**config.mk**
```make
export PLATFORM = sky130hd
export DESIGN_NAME = cmd_frame_decoder
export DESIGN_NICKNAME = d
export VERILOG_FILES = /design/src/rtl/cmdfd_pkg.sv /design/src/rtl/cmdfd_phase_fsm.sv /design/src/rtl/cmdfd_field_check.sv /design/src/rtl/cmdfd_out_reg.sv /design/src/rtl/cmd_frame_decoder.sv
export SDC_FILE = /design/constraint.sdc
export NUM_CORES = 1
export LEC_CHECK = 0
export ABC_AREA = 1
export ABC_CLOCK_PERIOD_IN_PS = 1810
export BUFFER_PORTS_ARGS = -buffer_cell sky130_fd_sc_hd__buf_2
export CORE_ASPECT_RATIO = 0.75
export CORE_MARGIN = 4
export CORE_UTILIZATION = 53
export CTS_CLUSTER_SIZE = 20
export DETAILED_ROUTE_END_ITERATION = 8
export PLACE_DENSITY = 0.78
export SYNTH_ARGS = -nofsm -noshare
export SYNTH_HDL_FRONTEND = slang
export SYNTH_HIERARCHICAL = 1
export SYNTH_SLANG_ARGS = --single-unit
```
**constraint.sdc**
```tcl
create_clock -name clk -period 1.81 [get_ports clk]
set_input_delay 0.0905 -clock clk [delete_from_list [all_inputs] [get_ports clk]]
set_output_delay 0.0905 -clock clk [all_outputs]
set_load 0.02 [all_outputs]
```
**src/rtl/cmdfd_pkg.sv**
```systemverilog
package cmdfd_pkg;

    localparam int CMD_W = 9;
    localparam int OP_W  = 2;
    localparam int IDX_W = 3;
    localparam int SADR_W = 2;

    typedef enum logic [OP_W-1:0] {
        OP_READ   = 2'b00,
        OP_WRITE  = 2'b01,
        OP_SEARCH = 2'b10,
        OP_LEARN  = 2'b11
    } op_e;

    typedef struct packed {
        logic [OP_W-1:0]   op;
        logic [SADR_W-1:0] sadr_hi;
        logic [IDX_W-1:0]  gmr_idx;
        logic              burst;
        logic [IDX_W-1:0]  cmp_idx;
        logic [IDX_W-1:0]  res_idx;
        logic              learn_wide;
    } dec_bundle_t;

    typedef enum logic {
        ST_IDLE   = 1'b0,
        ST_WAIT_B = 1'b1
    } fsm_state_e;

endpackage

```
**src/rtl/cmdfd_phase_fsm.sv**
```systemverilog
module cmdfd_phase_fsm
    import cmdfd_pkg::*;
#(
    parameter int W = CMD_W
) (
    input  logic         clk,
    input  logic         rst_n,
    input  logic         cmd_valid,
    input  logic [W-1:0] cmd_bus,
    output logic [W-1:0] phase_a,
    output logic         in_wait_b,
    output logic         do_eval,
    output logic         do_abort
);

    fsm_state_e state_q, state_d;
    logic [W-1:0] phase_a_q;

    // state register
    always_ff @(posedge clk) begin
        if (!rst_n) begin
            state_q   <= ST_IDLE;
            phase_a_q <= '0;
        end else begin
            state_q <= state_d;
            if (state_q == ST_IDLE && cmd_valid) begin
                phase_a_q <= cmd_bus;
            end
        end
    end

    // next state and outputs
    always_comb begin
        state_d  = state_q;
        do_eval  = 1'b0;
        do_abort = 1'b0;
        unique case (state_q)
            ST_IDLE: begin
                if (cmd_valid) begin
                    state_d = ST_WAIT_B;       // T_START
                end
            end
            ST_WAIT_B: begin
                state_d = ST_IDLE;
                if (cmd_valid) begin
                    do_eval = 1'b1;            // T_FINISH
                end else begin
                    do_abort = 1'b1;           // T_ABORT
                end
            end
            default: state_d = ST_IDLE;
        endcase
    end

    assign phase_a   = phase_a_q;
    assign in_wait_b = (state_q == ST_WAIT_B);

    // a frame never waits more than one cycle for phase B
    p_wait_one_cycle_r4: assert property (@(posedge clk) disable iff (!rst_n)
        (state_q == ST_WAIT_B) |=> (state_q == ST_IDLE));

    p_eval_abort_excl_r2: assert property (@(posedge clk) disable iff (!rst_n)
        !(do_eval && do_abort));

endmodule

```
**src/rtl/cmdfd_field_check.sv**
```systemverilog
module cmdfd_field_check
    import cmdfd_pkg::*;
#(
    parameter int W = CMD_W
) (
    input  logic [W-1:0]  word_a,
    input  logic [W-1:0]  word_b,
    input  logic [1:0]    width_cfg,
    output logic          frame_ok,
    output dec_bundle_t   bundle
);

    localparam int OP_LO  = 0;
    localparam int MOD_B  = OP_W;          // bit 2
    localparam int IDX_LO = OP_W + 1;      // bits [5:3]
    localparam int IDX_HI = IDX_LO + IDX_W - 1;
    localparam int HI_LO  = IDX_HI + 1;    // bits [8:6]
    localparam int HI_HI  = W - 1;

    logic            is_wide272;
    logic            cfg_unused;
    logic            sadr19_unused;
    logic [OP_W-1:0] op_a, op_b;
    logic            mode_a, mode_b;
    logic [IDX_W-1:0] idx_a, idx_b, hi_a, hi_b;
    logic            op_agree;
    logic            field_ok;

    assign is_wide272    = width_cfg[1];
    assign cfg_unused    = width_cfg[0];
    assign sadr19_unused = word_a[HI_LO];

    assign op_a   = word_a[OP_LO +: OP_W];
    assign op_b   = word_b[OP_LO +: OP_W];
    assign mode_a = word_a[MOD_B];
    assign mode_b = word_b[MOD_B];
    assign idx_a  = word_a[IDX_HI:IDX_LO];
    assign idx_b  = word_b[IDX_HI:IDX_LO];
    assign hi_a   = word_a[HI_HI:HI_LO];
    assign hi_b   = word_b[HI_HI:HI_LO];

    assign op_agree = (op_a == op_b);

    always_comb begin
        field_ok = 1'b0;
        bundle   = '0;
        bundle.op      = op_a;
        bundle.sadr_hi = hi_a[IDX_W-1 -: SADR_W];
        unique case (op_e'(op_a))
            OP_READ: begin
                field_ok     = (idx_a == '0) && (idx_b == '0) &&
                               (hi_b == '0) && (mode_a == mode_b);
                bundle.burst = mode_a;
            end
            OP_WRITE: begin
                field_ok       = (hi_b == '0) && (idx_a == idx_b) &&
                                 (mode_a == mode_b);
                bundle.burst   = mode_a;
                bundle.gmr_idx = idx_a;
            end
            OP_SEARCH: begin
                field_ok       = (mode_b == 1'b0) && (mode_a == is_wide272);
                bundle.gmr_idx = idx_a;
                bundle.res_idx = hi_b;
                bundle.cmp_idx = idx_b;
            end
            OP_LEARN: begin
                field_ok          = !is_wide272 && !mode_a && !mode_b &&
                                    !hi_b[2] && !hi_b[0] && (idx_a == idx_b);
                bundle.cmp_idx    = idx_a;
                bundle.learn_wide = hi_b[1];
            end
            default: field_ok = 1'b0;
        endcase
    end

    assign frame_ok = op_agree && field_ok;

    // learn is never accepted in the wide configuration
    always_comb begin
        if (frame_ok && is_wide272) begin
            a_learn272_r8: assert (op_a != OP_LEARN);
        end
    end

endmodule

```
**src/rtl/cmdfd_out_reg.sv**
```systemverilog
module cmdfd_out_reg
    import cmdfd_pkg::*;
(
    input  logic        clk,
    input  logic        rst_n,
    input  logic        do_eval,
    input  logic        do_abort,
    input  logic        frame_ok,
    input  dec_bundle_t bundle_in,
    output logic        valid_q,
    output logic        err_q,
    output dec_bundle_t bundle_q
);

    always_ff @(posedge clk) begin
        if (!rst_n) begin
            valid_q  <= 1'b0;
            err_q    <= 1'b0;
            bundle_q <= '0;
        end else begin
            valid_q  <= do_eval && frame_ok;
            err_q    <= do_abort || (do_eval && !frame_ok);
            bundle_q <= (do_eval && frame_ok) ? bundle_in : '0;
        end
    end

    // bundle is quiet without a pulse
    p_bundle_quiet_r2: assert property (@(posedge clk) disable iff (!rst_n)
        !valid_q |-> (bundle_q == '0));

    // no two outcome pulses in a row
    p_single_pulse_r2: assert property (@(posedge clk) disable iff (!rst_n)
        (valid_q || err_q) |=> !(valid_q || err_q));


    p_valid_err_excl_r11: assert property (@(posedge clk) disable iff (!rst_n)
        !(valid_q && err_q));

endmodule

```
**src/rtl/cmd_frame_decoder.sv**
```systemverilog
module cmd_frame_decoder
    import cmdfd_pkg::*;
(
    input  logic             clk,
    input  logic             rst_n,
    input  logic             cmd_valid,
    input  logic [8:0]       cmd_bus,
    input  logic [1:0]       width_cfg,
    output logic             dec_valid,
    output logic             dec_err,
    output logic [1:0]       dec_op,
    output logic [1:0]       dec_sadr_hi,
    output logic [2:0]       dec_gmr_idx,
    output logic             dec_burst,
    output logic [2:0]       dec_cmp_idx,
    output logic [2:0]       dec_res_idx,
    output logic             dec_learn_wide
);

    logic [CMD_W-1:0] phase_a;
    logic             in_wait_b;
    logic             do_eval;
    logic             do_abort;
    logic             frame_ok;
    dec_bundle_t      bundle_c;
    dec_bundle_t      bundle_q;

    cmdfd_phase_fsm #(.W(CMD_W)) u_fsm (
        .clk       (clk),
        .rst_n     (rst_n),
        .cmd_valid (cmd_valid),
        .cmd_bus   (cmd_bus),
        .phase_a   (phase_a),
        .in_wait_b (in_wait_b),
        .do_eval   (do_eval),
        .do_abort  (do_abort)
    );

    cmdfd_field_check #(.W(CMD_W)) u_check (
        .word_a    (phase_a),
        .word_b    (cmd_bus),
        .width_cfg (width_cfg),
        .frame_ok  (frame_ok),
        .bundle    (bundle_c)
    );

    cmdfd_out_reg u_out (
        .clk       (clk),
        .rst_n     (rst_n),
        .do_eval   (do_eval),
        .do_abort  (do_abort),
        .frame_ok  (frame_ok),
        .bundle_in (bundle_c),
        .valid_q   (dec_valid),
        .err_q     (dec_err),
        .bundle_q  (bundle_q)
    );

    assign dec_op         = bundle_q.op;
    assign dec_sadr_hi    = bundle_q.sadr_hi;
    assign dec_gmr_idx    = bundle_q.gmr_idx;
    assign dec_burst      = bundle_q.burst;
    assign dec_cmp_idx    = bundle_q.cmp_idx;
    assign dec_res_idx    = bundle_q.res_idx;
    assign dec_learn_wide = bundle_q.learn_wide;

    // strobe dropped after phase A yields an error
    p_drop_err_r4: assert property (@(posedge clk) disable iff (!rst_n)
        (in_wait_b && !cmd_valid) |=> dec_err);

    // opcode disagreement yields an error
    p_op_mismatch_r3: assert property (@(posedge clk) disable iff (!rst_n)
        (in_wait_b && cmd_valid && (cmd_bus[1:0] != phase_a[1:0])) |=> dec_err);

    // learn in wide configuration yields an error
    p_learn_wide_r8: assert property (@(posedge clk) disable iff (!rst_n)
        (in_wait_b && cmd_valid && (phase_a[1:0] == 2'b11) && width_cfg[1])
        |=> dec_err);

    // a pulse only follows a phase B cycle
    p_pulse_after_b_r2: assert property (@(posedge clk) disable iff (!rst_n)
        !in_wait_b |=> !dec_valid);

endmodule

```
==> summary.txt, run 1 <==
Outcome: finished clean
Clk Latency, worst-skew pair: 0.32 ns
Worst R2R Setup Slack: 0.22 ns
Slowest-stage cell, CP: dfxtp_1
# DRC: 0
RePlAce Congestion: 0.762
Hold path depth: 5
Dpl hpwl: 1910 microns
Fmax: 0.628 GHz
Critical Path RT: 2.07 ns
Critical path startpoint category: flop
Synth warn: 6
Row cnt: 15
Crit. Startpoint: u_fsm/phase_a[0]
First-pass GRT wire length: 4220 microns
Die X: 67.8 microns
Max-slew headroom: 80.1%
Syn Inst Count: 201
Drt initial violations: 34
Vias: 1119
Initial antenna violation count: 0
Fin crit period: 1.59 ns
Gr usage total: 15.9%
Final WL: 2480 microns
CTS tree: yes
Final Hold Vio Count: 0
Vias in the first global route: 1007
Final clock skew: 0.0177 ns
Setup TNS: 0 ns
Reg-to-reg startpoint: u_fsm/phase_a[0]
Critical path class: flop to flop
Final Power: 0.00118 W
Cell Area, Synth: 0.00142 sq mm
Post-synth net total: 220
Maximum clock insertion buffer count: 2
Worst setup EP type: flop
Final period util: 88.0%
Detailed-router iteration count before antenna repair: 4
Crit-path cells: inv_1 -> ha_1 -> nor2_1 -> nor2_1 -> nor2_2 -> nand3_4 -> buf_12 -> nor2_1
CP Capture Point: u_out/bundle_q[3]
Area Growth Syn to Fin: 13.4%
CTS sink count: 26
DRT antenna net count: 0
Total leakage power: 0.892 nW
Die area: 0.00358 sq mm
Clock transition at path regs: 0.15 ns
Fill cell count: 225
Final max-slew violation count: 0
Via/cell ratio: 4.27
Unrepaired setup endpoints after global routing: no
Drt wl/cell: 9.45 microns
Multi-input logic area: 619 sq um
Gr ovfl total: 0
Pin count of the biggest net entering global routing: 17
Layout cell share with drive strength beyond 1: 29.8%
Worst R2R Path Depth: 8
Worst slew pin tran: 0.298 ns
Die height: 52.8 microns
Critical R2R Capture: u_out/bundle_q[3]
Num ports: 31
Port Buffer Count: 29
Num CTS Buffers: 3
Pwr per Cell Area: 734 mW/mm^2
CTS root buf: clkbuf_4
CP arrival: 1.85 ns
Reg area: 520 sq um
Critical-path maximum fanout: 16
Cell mode on critical path: nor2_1
Final setup vio count: 0
Worst hold path type: input pin to flop
Core ar.: 0.00242 sq mm
Mapped Avg Cell Area: 7.07 sq um
Starting Density: 58.7%
Post_cts resized: 0
Fin nets: 248
H-tree depth: 1
Max-Cap Viols: 0
Peak supply drop: 0.000509 V
CP peak stage delay: 0.42 ns
Ant diodes: 0
-- sequential cells by signal, indices dropped and copies added (netlist names) --
signal           cells
u_out/bundle_q      15
u_fsm/phase_a        8
u_fsm/in_wait_b      1
u_out/err_q          1
u_out/valid_q        1
-- critical path, delay by kind of cell (launching register included) --
family / cells / cell delay (ns)
and+or+nand+nor: 5 / 0.56
adders and majority gates: 1 / 0.29
DFF: 1 / 0.42
buffers and inverters: 2 / 0.25
-- through the flow --
| step | cell area (sq um) | hold slack [ns] | utilization [%] | instances | setup WS [ns] |
|---|---|---|---|---|---|
| 2_1_floorplan | 1420 | 0.197 | - | 201 | 0.325 |
| 3_3_place_gp | 1540 | 0.425 | 63.5 | 257 | 0.229 |
| 3_5_place_dp | 1540 | 0.429 | 63.5 | 257 | 0.164 |
| 4_1_cts | 1590 | 0.0704 | 65.7 | 261 | 0.108 |
| 5_1_grt | 1610 | 0.0642 | 66.5 | 262 | 0.0346 |
| 6_report | 1610 | 0.0812 | 66.5 | 262 | 0.217 |
-- cell type report --
class | instances | share of cell area (%)
inverters | 54 | 12.6
well taps | 34 | 2.64
clock buffers | 3 | 1.40
clock inverters | 1 | 1.86
multi-input cells | 113 | 38.5
flip-flops and latches | 26 | 32.3
repair buffers | 31 | 10.7
-- worst min-delay path by stage --
stage                from           endpoint  slack [ns]
2_1_floorplan       rst_n        u_out/err_q        0.20
3_3_place_gp   cmd_bus[0]   u_fsm/phase_a[0]        0.42
3_5_place_dp   cmd_bus[6]  u_out/bundle_q[1]        0.43
4_1_cts        cmd_bus[1]   u_fsm/phase_a[1]        0.07
5_1_grt             rst_n    u_fsm/in_wait_b        0.06
6_report       cmd_bus[1]   u_fsm/phase_a[1]        0.08
-- routing by layer --
layer,track usage (%),vias up,part of all wire (%)
met5,0,-,0
met2,26.8,25,43
met3,5.36,2,6.0
met4,3.96,0,0.69
li1,-,623,-
met1,19.5,469,50
-- power breakdown --
part / internal (W) / leakage (nW) / total, W / switching (W)
sequential: 0.000589 / 0.212 / 0.000606 / 0.0000175
clock: 0.000224 / 0.0279 / 0.000392 / 0.000168
combinational: 0.0000684 / 0.652 / 0.000184 / 0.000116
total: 0.000881 / 0.892 / 0.00118 / 0.000301
-- repair_timing --
action / 4_1_cts / 5_1_grt
buffers inserted: 0 / 1
hold buffers: 0 / 0
setup endpoints to repair: 0 / 14
endpoints found under the hold margin: 0 / 0
-- placed cells by master (no fill, tap or decap), drive strengths merged, types with 2 or more instances in the layout --
cell type	count
buf	31
nor2	48
nand3	13
o22ai	3
dfxtp	26
inv	54
xor2	2
clkbuf	3
ha	5
nand2	41
Note: power is estimated with default switching activity, not from simulation.
==> inputs of run 2 (changes only) <==
Settings changed: ABC_AREA 1 to not set, CORE_UTILIZATION 53 to 51, PLACE_DENSITY 0.78 to 0.77.
==> run 2 against run 1 <==
The run now ends with negative setup slack left. Routed wire length is 2.0% higher. Clock power is 1% lower. Clock skew is 0.0094 ns lower. Critical path depth is 2 lower. Global-route usage is 0.31 points higher. First-iteration DRC count is 62% lower. Total power is 3.7% lower. Combinational power is 18% lower. Sequential power is 1% lower. Count of clock-buffer cells in the layout stayed put. Sequential share of layout area is 1.2 points higher. Setup slack worse by 0.49 ns. Critical path type unchanged. Critical endpoint is now u_out/bundle_q[6].
==> summary.txt, run 2 <==
Placed cell area: 0.00146 sq mm
Fin area: 0.00157 sq mm
Vias in the first global route: 928
Detailed-router iteration count before antenna repair: 4
Die height: 50.3 microns
Reg-to-reg startpoint: u_fsm/phase_a[4]
Unrepaired setup endpoints after global routing: yes
Synth warn: 6
Pin count of the biggest net entering global routing: 21
Worst R2R Setup Slack: -0.27 ns
CP arrival: 2.35 ns
Critical-path maximum fanout: 8
Most frequent cells in the layout: 29 x buf_2, 24 x dfxtp_1, 20 x and2_1
Cell Area, Synth: 0.00121 sq mm
CTS tree: yes
Num ports: 31
Clk Latency, worst-skew pair: 0.32 ns
Pwr per Cell Area: 727 mW/mm^2
Worst hold path type: input pin to flop
Final clock skew: 0.00829 ns
Initial antenna violation count: 0
Drt wl/cell: 12.9 microns
Ant diodes: 0
Max-slew headroom: 73.8%
Most flops, register: u_out/bundle_q
Critical path class: flop to flop
Critical path startpoint category: flop
H-tree depth: 1
PnR worst setup slack: -0.274 ns
Hold_sp: cmd_bus[1]
Area Growth Syn to Fin: 28.8%
Final WL: 2530 microns
Peak supply drop: 0.000587 V
Outcome: complete, but fails checks
Final period util: 115%
RePlAce Congestion: 0.812
Maximum clock insertion buffer count: 2
Finished Layout Cells: 196
Hold path depth: 3
Failing checks: negative setup slack
Most common library cell in the layout ignoring fill and taps: buf_2
Worst hold path endpoint: u_fsm/phase_a[1]
Max-Cap Viols: 0
Die X: 64.4 microns
Hold buffers post-CTS: 0
First-pass GRT wire length: 4050 microns
Fmax: 0.480 GHz
Clock transition at path regs: 0.14 ns
WHS: 0.0136 ns
Worst R2R Path Depth: 6
Core ar.: 0.00229 sq mm
Dpl hpwl: 1810 microns
Worst setup EP type: flop
Mapped Avg Cell Area: 10.2 sq um
Syn Inst Count: 119
CTS sink count: 26
Fin nets: 182
Final Hold Vio Count: 0
Gr ovfl total: 0
Num CTS Buffers: 3
Vias: 937
Placed Instances: 188
Row cnt: 15
Fin crit period: 2.08 ns
Critical Path RT: 2.08 ns
Total leakage power: 0.752 nW
Via/cell ratio: 4.78
Port Buffer Count: 29
Gr usage total: 16.2%
Drt initial violations: 13
# DRC: 0
Starting Density: 53.1%
Die area: 0.00324 sq mm
Layout cell share with drive strength beyond 1: 42.0%
Worst slew pin tran: 0.389 ns
Post-synth net total: 138
CTS root buf: clkbuf_4
Final setup vio count: 17
Largest register FFs: 15
Final max-slew violation count: 0
DRT antenna net count: 0
Critical R2R Capture: u_out/bundle_q[6]
[run 2: timing repair]
action                                  CTS  global route
setup buffers                             0             3
resized for setup                         2             5
cloned                                    1             0
pin swaps                                 2             4
endpoints found under the setup margin   17            17
[run 2: metal layers]
layer | global-route usage [%] | vias to the layer above | routed length (microns)
met2 | 27.6 | 23 | 1240
met4 | 4.21 | 0 | 17
met5 | 0 | - | 0
met3 | 5.59 | 2 | 115
met1 | 19.7 | 434 | 1150
li1 | - | 478 | -
[run 2: worst max path at each step]
stage / start / endpoint / slack, ns / cells past startpoint
floorplan: u_fsm/phase_a[1] / u_out/bundle_q[14] / -0.19 / 8
detailed placement: u_fsm/phase_a[0] / u_out/bundle_q[6] / -0.24 / 7
global route: u_fsm/phase_a[4] / u_out/bundle_q[1] / -0.33 / 6
global placement: u_fsm/phase_a[1] / u_out/bundle_q[14] / -0.18 / 7
CTS: u_fsm/phase_a[0] / u_out/bundle_q[6] / -0.25 / 7
finish: u_fsm/phase_a[4] / u_out/bundle_q[6] / -0.27 / 6
[run 2: worst max-delay path: stages (launching register included)]
cell	delay, ns
dfxtp_1	0.36
or4_4	0.55
nor4_4	0.21
o21ai_1	0.13
o311ai_2	0.33
and3_4	0.31
and2_1	0.14
[run 2: layout make-up]
cell class,instances,area [sq um]
clock buffer,3,22.5
clock inverter,1,30.0
fill,205,724
inverter,4,15.0
multi-input combinational,82,657
sequential,26,526
tap,34,42.5
timing repair buffer,46,273
[run 2: report_power, final]
| part | switching, W | internal, W |
|---|---|---|
| logic | 0.0000770 | 0.0000734 |
| registers | 0.0000130 | 0.000586 |
| clock network | 0.000164 | 0.000224 |
[run 2: metrics by stage]
step | worst slack [ns] | utilization (%) | total power (W) | setup TNS [ns]
after detailed placement | -0.237 | 63.6 | 0.000757 | -3.60
after CTS | -0.254 | 66.7 | 0.00115 | -3.91
after floorplan | -0.190 | - | 0.000706 | -2.34
final | -0.274 | 68.4 | 0.00114 | -4.35
after global routing | -0.331 | 68.4 | 0.00120 | -5.40
after global placement | -0.175 | 63.6 | 0.000752 | -2.61
==> inputs of run 3 (changes only) <==
Settings changed: CORE_UTILIZATION 51 to 45, PLACE_DENSITY 0.77 to 0.69.
==> run 3 against run 2 <==
The run still ends with negative setup slack left. Sequential cell count did not move. Global-route usage down 0.97 points. Count of clock-buffer cells in the layout unchanged. Sequential share of layout area decreased by 0.56 points. Via count is 0.21% higher. Non-clock buffer count grew 1. Die area is 11% higher. Clock skew fell by 0.00083 ns. Clock power up 2%.
==> summary.txt, run 3 (same netlist as run 2, synthesis figures left out) <==
CP arrival: 2.31 ns
Max-Cap Viols: 0
Starting Density: 46.7%
Worst hold path type: input pin to flop
Area Growth Syn to Fin: 30.4%
Unrepaired setup endpoints after global routing: yes
Final WL: 2550 microns
Worst hold path endpoint: u_fsm/phase_a[4]
DRT antenna net count: 0
Failing checks: negative setup slack
Outcome: complete, but fails checks
Worst R2R Path Depth: 7
Fin area: 0.00158 sq mm
Max-slew headroom: 72.9%
H-tree depth: 1
Fill cell count: 235
Via/cell ratio: 4.72
Core ar.: 0.00260 sq mm
Fin nets: 183
# DRC: 0
Vias: 939
Multi-input logic area: 663 sq um
Placed Instances: 192
Total leakage power: 0.755 nW
Peak supply drop: 0.000526 V
Critical R2R Capture: u_out/bundle_q[3]
Ant diodes: 0
Row cnt: 16
Finished Layout Cells: 199
Detailed-router iteration count before antenna repair: 4
Die X: 68.0 microns
Final period util: 113%
Pin count of the biggest net entering global routing: 20
CTS sink count: 26
Clk Latency, worst-skew pair: 0.32 ns
Die height: 53 microns
Critical Path RT: 2.08 ns
Placed cell area: 0.00147 sq mm
Pwr per Cell Area: 729 mW/mm^2
WHS: 0.0375 ns
Reg-to-reg startpoint: u_fsm/phase_a[0]
Worst setup EP type: flop
Clock transition at path regs: 0.14 ns
Crit. Startpoint: u_fsm/phase_a[0]
Reg area: 523 sq um
Maximum clock insertion buffer count: 2
Num CTS Buffers: 3
Largest register FFs: 15
Most flops, register: u_out/bundle_q
Placement Setup Slack: -0.283 ns
Hold_sp: cmd_bus[4]
Vias in the first global route: 951
Hold path depth: 3
Drt wl/cell: 12.8 microns
RePlAce Congestion: 0.831
Worst R2R Setup Slack: -0.23 ns
CTS tree: yes
First-pass GRT wire length: 4070 microns
Top Metal Used: met3
Critical-path maximum fanout: 8
Layout cell share with drive strength beyond 1: 39.9%
Most frequent cells in the layout: 29 x buf_2, 24 x dfxtp_1, 23 x and2_1
Worst slew pin tran: 0.405 ns
Critical path class: flop to flop
Final clock skew: 0.00746 ns
CTS root buf: clkbuf_4
Die area: 0.00360 sq mm
Drt initial violations: 21
Fmax: 0.490 GHz
Final Hold Vio Count: 0
Critical path startpoint category: flop
WL met2: 1210 microns
Num ports: 31
PnR worst setup slack: -0.231 ns
Initial antenna violation count: 0
Final max-slew violation count: 0
Gr ovfl total: 0
Final Power: 0.00115 W
Metal3 WL: 149 microns
Port Buffer Count: 29
Dpl hpwl: 1860 microns
Gr usage total: 15.3%
Fin crit period: 2.04 ns
Most common library cell in the layout ignoring fill and taps: buf_2
Final setup vio count: 17
Met1 wire length: 1190 microns
## run 3: report_power, final
| group | total, W | internal (W) | switching [W] | leakage, nW |
|---|---|---|---|---|
| Combinational | 0.000161 | 0.0000787 | 0.0000819 | 0.515 |
| Clock | 0.000395 | 0.000224 | 0.000171 | 0.0279 |
| Sequential | 0.000599 | 0.000587 | 0.0000121 | 0.212 |
| Total | 0.00115 | 0.000890 | 0.000265 | 0.755 |
## run 3: worst max-delay path by stage
stage | endpoint
after global placement | u_out/bundle_q[14]
after CTS | u_out/bundle_q[3]
after detailed placement | u_out/bundle_q[3]
final | u_out/bundle_q[3]
after global routing | u_out/bundle_q[10]
after floorplan | u_out/bundle_q[14]
## run 3: per-stage QoR
stage / utilization (%) / setup TNS (ns)
CTS: 59.9 / -4.16
finish: 60.9 / -3.42
detailed placement: 56.6 / -4.37
global route: 60.9 / -5.13
floorplan: - / -2.34
global placement: 56.6 / -2.69
## run 3: final cells by class
class	count	area share (%)
Timing Repair Buffer	47	18.0
Multi-Input combinational cell	82	41.9
Inverter	4	0.948
Clock inverter	1	1.90
Clock buffer	3	1.42
Tap cell	36	2.84
Sequential cell	26	33.0
## run 3: layer usage
layer  vias to the layer above  track usage [%]
li1                        482                -
met1                       431             17.4
met2                        26             27.0
met3                         0             5.73
met4                         0             3.30
met5                         -                0
## run 3: worst max-delay path, cell delays in order, from the launching register on
cell      delay (ns)
dfxtp_2         0.38
ha_4            0.16
or4_4           0.43
nor4_4          0.19
o21ai_2         0.11
o311ai_4        0.29
and3_4          0.29
and2_1          0.14
## run 3: repair_timing
| action | CTS | global route |
|---|---|---|
| buffers inserted | 0 | 0 |
| pin swaps | 0 | 3 |
| hold endpoints to repair | 2 | 0 |
| resized for setup | 2 | 4 |
| endpoints found under the setup margin | 17 | 17 |
| cloned | 0 | 1 |
| hold buffers | 2 | 0 |
